==> config.mk <==
export PLATFORM = sky130hd
export DESIGN_NAME = hb_fault_sup
export DESIGN_NICKNAME = d
export VERILOG_FILES = /design/src/rtl/hbg_pkg.sv /design/src/rtl/hbg_tick_filter.sv /design/src/rtl/hbg_channel.sv /design/src/rtl/hbg_status.sv /design/src/rtl/hb_fault_sup.sv
export SDC_FILE = /design/constraint.sdc
export NUM_CORES = 1
export LEC_CHECK = 0
export ABC_AREA = 1
export ABC_CLOCK_PERIOD_IN_PS = 3040
export BUFFER_PORTS_ARGS = -buffer_cell sky130_fd_sc_hd__clkbuf_2
export CAP_MARGIN = 20
export CORE_MARGIN = 2
export CORE_UTILIZATION = 50
export DETAILED_ROUTE_END_ITERATION = 8
export HOLD_SLACK_MARGIN = 0.1
export PLACE_DENSITY = 0.73
export SLEW_MARGIN = 5
export SYNTH_ARGS = -nofsm -noshare
export SYNTH_HDL_FRONTEND = slang
export SYNTH_SLANG_ARGS = --single-unit
==> constraint.sdc <==
create_clock -name clk -period 3.04 [get_ports clk]
set_input_delay 0.608 -clock clk [delete_from_list [all_inputs] [get_ports clk]]
set_output_delay 0.608 -clock clk [all_outputs]
set_load 0.01 [all_outputs]
==> src/rtl/hbg_pkg.sv <==
// Package: shared command encoding for the half-bridge supervisor.
// Assumes a two-bit command field per channel.
package hbg_pkg;
    typedef enum logic [1:0] {
        HB_OFF  = 2'b00,
        HB_HIGH = 2'b01,
        HB_LOW  = 2'b10,
        HB_BAD  = 2'b11
    } hb_mode_e;

    // True when the command asks the channel to drive one switch.
    function automatic logic mode_active(input hb_mode_e m);
        return (m == HB_HIGH) || (m == HB_LOW);
    endfunction
endpackage

==> src/rtl/hbg_tick_filter.sv <==
// Persistence filter: counts tick pulses while cond is high and saturates
// at THR. Assumes THR >= 1 and that tick is a one-cycle pulse. The count
// returns to zero in the cycle after cond drops.
module hbg_tick_filter #(
    parameter int THR = 25
) (
    input  logic clk,
    input  logic rst_n,
    input  logic tick,
    input  logic cond,
    output logic done
);
    localparam int W = $clog2(THR + 1);
    localparam logic [W-1:0] LIMIT = W'(THR);

    logic [W-1:0] cnt_q;

    // Count pulses during the condition; restart when it clears.
    always_ff @(posedge clk) begin
        if (!rst_n || !cond) begin
            cnt_q <= '0;
        end else if (tick && (cnt_q != LIMIT)) begin
            cnt_q <= cnt_q + 1'b1;
        end
    end

    assign done = cond && (cnt_q == LIMIT);
endmodule

==> src/rtl/hbg_channel.sv <==
// One half-bridge channel: decodes its command, owns the latch-off state,
// runs the overcurrent, current-limit and under-load filters, and registers
// the gate enables. Assumes the comparator inputs are already synchronous.
module hbg_channel
    import hbg_pkg::*;
#(
    parameter int OC_TICKS   = 25,
    parameter int ILIM_TICKS = 200,
    parameter int UL_TICKS   = 50
) (
    input  logic     clk,
    input  logic     rst_n,
    input  logic     tick,
    input  hb_mode_e mode,
    input  logic     oc_latch_cfg,
    input  logic     block,
    input  logic     srr,
    input  logic     oc,
    input  logic     ilim,
    input  logic     ul,
    output logic     hs_en,
    output logic     ls_en,
    output logic     rb,
    output logic     ovl_set,
    output logic     ul_set
);
    logic latched_q;
    logic drive;
    logic oc_done;
    logic il_done;
    logic ul_done;

    assign drive = hs_en | ls_en;

    hbg_tick_filter #(.THR(OC_TICKS)) oc_filt_i (
        .clk(clk), .rst_n(rst_n), .tick(tick),
        .cond(oc && drive && oc_latch_cfg), .done(oc_done)
    );

    hbg_tick_filter #(.THR(ILIM_TICKS)) il_filt_i (
        .clk(clk), .rst_n(rst_n), .tick(tick),
        .cond(ilim && drive), .done(il_done)
    );

    hbg_tick_filter #(.THR(UL_TICKS)) ul_filt_i (
        .clk(clk), .rst_n(rst_n), .tick(tick),
        .cond(ul && drive), .done(ul_done)
    );

    // Latch-off state: set by an expired filter, cleared by a reset request
    // only while neither current fault is present.
    always_ff @(posedge clk) begin
        if (!rst_n) begin
            latched_q <= 1'b0;
        end else if (oc_done || il_done) begin
            latched_q <= 1'b1;
        end else if (srr && !oc && !ilim) begin
            latched_q <= 1'b0;
        end
    end

    // Gate enables: the decoded command, gated by latch-off and supply blanking.
    always_ff @(posedge clk) begin
        if (!rst_n) begin
            hs_en <= 1'b0;
            ls_en <= 1'b0;
        end else begin
            hs_en <= (mode == HB_HIGH) && !latched_q && !block;
            ls_en <= (mode == HB_LOW)  && !latched_q && !block;
        end
    end

    assign rb      = mode_active(mode) && !latched_q;
    assign ovl_set = (oc && drive && !oc_latch_cfg) || oc_done || il_done;
    assign ul_set  = ul_done;
endmodule

==> src/rtl/hbg_status.sv <==
// Status flags and supply handling. Holds the overload, under-load and
// supply-fault flags. A set wins over a clear, and a clear is refused while
// its condition is present. Also produces the output blanking signal.
module hbg_status #(
    parameter int NCH = 3
) (
    input  logic           clk,
    input  logic           rst_n,
    input  logic           srr,
    input  logic           sup_uv,
    input  logic           sup_ov,
    input  logic           ov_off_cfg,
    input  logic [NCH-1:0] ovl_set,
    input  logic [NCH-1:0] ul_set,
    input  logic [NCH-1:0] oc,
    input  logic [NCH-1:0] ilim,
    input  logic [NCH-1:0] ul,
    input  logic [NCH-1:0] drive,
    output logic           block,
    output logic           ovl_q,
    output logic           ul_q,
    output logic           sf_q
);
    logic ovl_clr;
    logic ul_clr;
    logic sf_clr;

    assign ovl_clr = srr && !(|(oc | ilim));
    assign ul_clr  = srr && !(|(ul & drive));
    assign sf_clr  = srr && !sup_ov;
    assign block   = sup_uv || (sup_ov && ov_off_cfg);

    // Flag registers: sticky until an accepted reset request.
    always_ff @(posedge clk) begin
        if (!rst_n) begin
            ovl_q <= 1'b0;
            ul_q  <= 1'b0;
            sf_q  <= 1'b0;
        end else begin
            ovl_q <= (|ovl_set) || (ovl_q && !ovl_clr);
            ul_q  <= (|ul_set)  || (ul_q  && !ul_clr);
            sf_q  <= sup_ov     || (sf_q  && !sf_clr);
        end
    end
endmodule

==> src/rtl/hb_fault_sup.sv <==
// Top of the half-bridge fault supervisor. Stores the command and the
// configuration written with cmd_wr, instantiates one channel per output and
// the shared status logic. Assumes all inputs are synchronous to clk.
module hb_fault_sup
    import hbg_pkg::*;
#(
    parameter int NCH        = 3,
    parameter int OC_TICKS   = 25,
    parameter int ILIM_TICKS = 200,
    parameter int UL_TICKS   = 50
) (
    input  logic             clk,
    input  logic             rst_n,
    input  logic             tick_ms,
    input  logic             cmd_wr,
    input  logic [2*NCH-1:0] cmd_mode,
    input  logic             cmd_oc_latch,
    input  logic             cmd_ov_off,
    input  logic             cmd_srr,
    input  logic [NCH-1:0]   oc_cmp,
    input  logic [NCH-1:0]   ilim_cmp,
    input  logic [NCH-1:0]   ul_cmp,
    input  logic             sup_uv,
    input  logic             sup_ov,
    output logic [NCH-1:0]   hs_en,
    output logic [NCH-1:0]   ls_en,
    output logic [NCH-1:0]   ch_rb,
    output logic             ovl_status,
    output logic             ul_status,
    output logic             sf_status
);
    localparam int MW = 2 * NCH;

    logic [MW-1:0]  mode_q;
    logic           oc_latch_q;
    logic           ov_off_q;
    logic           srr_p;
    logic           block;
    logic [NCH-1:0] ovl_set;
    logic [NCH-1:0] ul_set;

    assign srr_p = cmd_wr && cmd_srr;

    // Command register: loaded on every write strobe.
    always_ff @(posedge clk) begin
        if (!rst_n) begin
            mode_q     <= '0;
            oc_latch_q <= 1'b0;
            ov_off_q   <= 1'b0;
        end else if (cmd_wr) begin
            mode_q     <= cmd_mode;
            oc_latch_q <= cmd_oc_latch;
            ov_off_q   <= cmd_ov_off;
        end
    end

    for (genvar i = 0; i < NCH; i++) begin : g_ch
        hbg_channel #(
            .OC_TICKS(OC_TICKS), .ILIM_TICKS(ILIM_TICKS), .UL_TICKS(UL_TICKS)
        ) ch_i (
            .clk(clk), .rst_n(rst_n), .tick(tick_ms),
            .mode(hb_mode_e'(mode_q[2*i +: 2])),
            .oc_latch_cfg(oc_latch_q), .block(block), .srr(srr_p),
            .oc(oc_cmp[i]), .ilim(ilim_cmp[i]), .ul(ul_cmp[i]),
            .hs_en(hs_en[i]), .ls_en(ls_en[i]), .rb(ch_rb[i]),
            .ovl_set(ovl_set[i]), .ul_set(ul_set[i])
        );
    end

    hbg_status #(.NCH(NCH)) stat_i (
        .clk(clk), .rst_n(rst_n), .srr(srr_p),
        .sup_uv(sup_uv), .sup_ov(sup_ov), .ov_off_cfg(ov_off_q),
        .ovl_set(ovl_set), .ul_set(ul_set),
        .oc(oc_cmp), .ilim(ilim_cmp), .ul(ul_cmp), .drive(hs_en | ls_en),
        .block(block), .ovl_q(ovl_status), .ul_q(ul_status), .sf_q(sf_status)
    );
endmodule

**Word-level counts from Yosys, hierarchy flattened**

Cells that the tools add are included.

- Add/sub/neg operators: 9
- Eq/ne operators: 24
- Multiplexer cells: 6
- Bitwise operators: 6
- Reduce and logical (&&, ||, !) cells: 121

Operator list:

| operator | count |
|---|---|
| logical AND 1 bit | 62 |
| logical NOT 1 bit | 27 |
| logical OR 1 bit | 25 |
| adder 8 x 1 -> 8 bit, second input constant | 3 |
| equality test 8 bit, second input constant | 3 |
| inequality test 8 bit, second input constant | 3 |
| adder 6 x 1 -> 6 bit, second input constant | 3 |
| equality test 6 bit, second input constant | 3 |
| inequality test 6 bit, second input constant | 3 |
| adder 5 x 1 -> 5 bit, second input constant | 3 |
| equality test 5 bit, second input constant | 3 |
| inequality test 5 bit, second input constant | 3 |
| OR reduction 3 bit | 4 |
| equality test 2 x 1 -> 1 bit, second input constant | 3 |
| equality test 2 bit, second input constant | 3 |
| 2-to-1 mux 1 bit | 6 |
| bitwise OR 3 bit | 2 |
| nonzero test 2 bit | 3 |
| AND 3 bit | 1 |
| bitwise OR 1 bit | 3 |

- Register bits after elaboration: 77
- Input bits: 24
- Output and inout bits: 12
- Logic and storage cells: 190

**Logic depth before layout (Yosys ltp)**

- Depth in word-level cells: 8
- Gate-level depth with buffers: 10
- Gate-level depth less buffers: 10

**By module**

From an unflattened synthesis, not the netlist that was laid out.

- Cell total of the unflattened synthesis: 698
- Area total of the unflattened synthesis: 4518.1 um^2

By module, submodules not included:

| module | times used | cells each | area each (um^2) | sequential area each (um^2) |
|---|---|---|---|---|
| hbg_tick_filter (g_ch[0].ch_i.il_filt_i ...) | 3 | 82 | 496.7 | 160.2 |
| hbg_tick_filter (g_ch[0].ch_i.ul_filt_i ...) | 3 | 56 | 382.9 | 120.1 |
| hbg_tick_filter (g_ch[0].ch_i.oc_filt_i ...) | 3 | 40 | 267.8 | 100.1 |
| hbg_channel | 3 | 26 | 176.4 | 60.1 |
| hb_fault_sup | 1 | 56 | 374.1 | 160.2 |
| hbg_status | 1 | 30 | 172.7 | 60.1 |

**Least setup slack after synthesis**

Ideal clock, no wire load.

- Path type: flip-flop to output port
- Start point: reg mode_q[4]
- End point: out ch_rb[2]
- Data arrival time: 823 ps
- Data required time: 2432 ps
- Slack: 1609 ps
- Stages on the path, launching flop included: 5
- Buffers on the path: 1
- Cells stage by stage: dfxtp_1 -> inv_1 -> ha_1 -> nor2_1 -> buf_4

- Word-level cells in the longest chain between the ends: 3
- Elaborated cells between the ends (all ways): 4
- Those cells by class: 2 x eq/ne; 2 x reduce/logical

RTL lines:

| item | RTL line | source |
|---|---|---|
| from (decl) | hb_fault_sup.sv:34 | `logic [MW-1:0] mode_q;` |
| from (signal assigned) | hb_fault_sup.sv:51 | `mode_q <= cmd_mode;` |
| equality test 2 x 1 -> 1 bit / equality test 2 bit (equally long branches) | hbg_pkg.sv:13 | `return (m == HB_HIGH) \|\| (m == HB_LOW);` |
| logical OR 1 bit (*) | hbg_pkg.sv:13 |  |
| logical AND 1 bit (*) | hbg_channel.sv:73 | `assign rb = mode_active(mode) && !latched_q;` |
| to (decl) | hb_fault_sup.sv:27 | `output logic [NCH-1:0] ch_rb,` |

Mark *: on every way between the ends. The rest lies on a longest branch, timed or not.

**Worst setup path after layout**

- Start point: reg mode_q[2]
- End point: out ch_rb[1]

Same word-level chain as after synthesis.

==> results.ini <==
[die]
core_mm2 = 0.00781
die-height_um = 94.3
die_area_mm2 = 0.00889
die_w_um = 94.3
fp-row-count = 32
io-pin-count = 36
initial_core_util = 0.522

[timing]
min_period_ns = 1.97
skew_ns = 0.00601
finalMaxSlewViolations = 0
max_slew_margin = 0.576
period_share = 0.647
holdWs_ns = 0.462
finalWorstSetupSlack_ns = 1.07
fmax_mhz = 508
hold_violations = 0
rsz0062_at_grt = no
setup_viol = 0
tns_ns = 0
worstMarginPinSlew_ns = 0.634

[finish]
num-fill-cells = 716
drive_gt1_frac = 0.107
final_common_cell = nand2_1
syn_to_final_growth_pct = 11.5
most-common-layout-cells = nand2_1, inv_1, dfxtp_1
fin_area_mm2 = 0.00454
fin_cells = 710
diodes = 0
fin_util = 0.582
finish.net_count = 651

[drt]
wl_per_cell_um = 12.7
final_antenna_net_count = 0
drcViolationCount = 0
drtPass1Iterations = 4
wirelength_um = 9030
vias = 3683
via_per_inst = 5.19
wl_met2_um = 4400
met1_length_um = 4130
first_iter_violations = 175
top_layer = met4
wl_met3_um = 374

[global_routing]
track_usage = 0.217
grt_pass1_vias = 3516
grt.overflow.total = 0
antenna_found_initial = 0
grt_start_max_net_pins = 22
grt_pass1_wl_um = 15400

[cts]
cts_setup_buffers = 0
cts_max_path_buffers = 2
cts_sinks = 77
post_cts_resized = 0
root_buffer = clkbuf_8
cts_tree = done
clk_latency_ns = 0.35
postCtsHoldBufs = 0
cts_buffers = 9
cts_max_level = 3
clkTransAtPathRegs_ns = 0.08

[synthesis]
syn_area_mm2 = 0.00407
yosysUniqueCellTypes = 33
syn_avg_cell_area_um2 = 7.16
ys_ff_latch = 77
synth_ff_type = dfxtp_1
synth-edff-count = 0
yosysWarnings = 0
synthArstFlopShare = 0
synthesis.nets = 617
ys_seq_area_frac = 0.378
syn_inst = 569

[place]
dp_cells = 694
port_buffers = 35
gp_congestion = 0.872
placed_cell_area_mm2 = 0.00430
post-place-ws_ns = 1.13
hpwl_um = 6580

[setup_path]
r2r-start = g_ch[2].ch_i.il_filt_i.cnt_q[0]
crit_fanout = 2
endpoint_kind = output pin
cp.arrival_ns = 1.36
start_kind = register
timing.rr.end = g_ch[2].ch_i.il_filt_i.cnt_q[6]
r2r_setup_slack_ns = 1.53
rr_worst_depth = 6
cp.required_ns = 2.43
critPathKind = reg -> out

[hold_path]
min_delay_path_depth = 2
hold_path_class = reg -> reg
hp-start = ov_off_q
min_to = ov_off_q

[job]
maxCapViolCount = 0

[power]
p_per_area_mw_per_mm2 = 467
fin_total_pwr_mw = 2.12
irDropWorstVdd_mv = 0.259
p_leak_nw = 1.82

[run_status]
status = finished clean

-- worst max path at each step --
stage                     startpoint                              end  depth (start not counted)
final                      mode_q[2]                         ch_rb[1]                          4
after global routing       mode_q[2]                         ch_rb[1]                          4
after CTS                  mode_q[2]                         ch_rb[1]                          4
after detailed placement       rst_n  g_ch[2].ch_i.oc_filt_i.cnt_q[2]                          6
after global placement         rst_n  g_ch[2].ch_i.oc_filt_i.cnt_q[2]                          6
after floorplan            mode_q[4]                         ch_rb[2]                          4
-- power by group --
group / switching [mW] / internal, mW
registers: 0.00864 / 1.02
clock network: 0.395 / 0.566
logic: 0.0904 / 0.0431
-- flip-flops by register name, summed over array words and instances, names as in the netlist, 3 cells and up --
signal,count
g_ch.ch_i.il_filt_i.cnt_q,24
g_ch.ch_i.ul_filt_i.cnt_q,18
g_ch.ch_i.oc_filt_i.cnt_q,15
mode_q,6
g_ch.ch_i.hs_en,3
g_ch.ch_i.latched_q,3
g_ch.ch_i.ls_en,3
-- Yosys cell counts, types with 3 or more instances --
master    count  share of area
a211oi_1      5         0.0092
o21ai_0      33          0.041
buf_4         9          0.017
o21ai_1       3         0.0037
dfxtp_1      77           0.38
o21bai_1      3         0.0055
a21oi_4       3          0.012
a21oi_1      62          0.076
inv_1        93          0.086
nand3b_1      9          0.017
ha_1         24          0.074
xnor2_1       7          0.015
nor2_1       45          0.041
nor3_1       11          0.014
nand3_1      36          0.044
nand2_1     113           0.10
nand4_1      11          0.017
-- logic make-up (layout without fill, tap and decap cells) --
| kind of cell | Yosys count | count (layout) | synth area share |
|---|---|---|---|
| XOR/XNOR | 8 | 8 | 0.0172 |
| AND/OR/NAND/NOR | 239 | 239 | 0.265 |
| buffers and inverters | 107 | 146 | 0.108 |
| AO/OA/AOI/OAI | 114 | 114 | 0.157 |
| flip-flops | 77 | 77 | 0.378 |
| adder cells (fa/ha/maj) | 24 | 24 | 0.0737 |
-- routing by layer --
metal | vias to the layer above | global-route usage
li1 | 1915 | -
met1 | 1686 | 0.267
met2 | 69 | 0.380
met3 | 13 | 0.0417
met4 | 0 | 0.0700
met5 | - | 0
-- layout make-up --
cell class	instances	area, um^2	share of cell area
clock buffer	10	138	0.0303
clock inverter	6	110	0.0242
inverter	95	359	0.0790
multi-input combinational	385	2090	0.460
sequential	77	1540	0.339
tap	102	128	0.0281
timing repair buffer	35	175	0.0386
-- critical path, stage by stage, from the launching register on --
cell and delay [ns]:
dfxtp_1 0.34, inv_1 0.06, ha_1 0.29, nor2_1 0.16, clkbuf_2 0.17
Power figures use the tool's default switching activity.
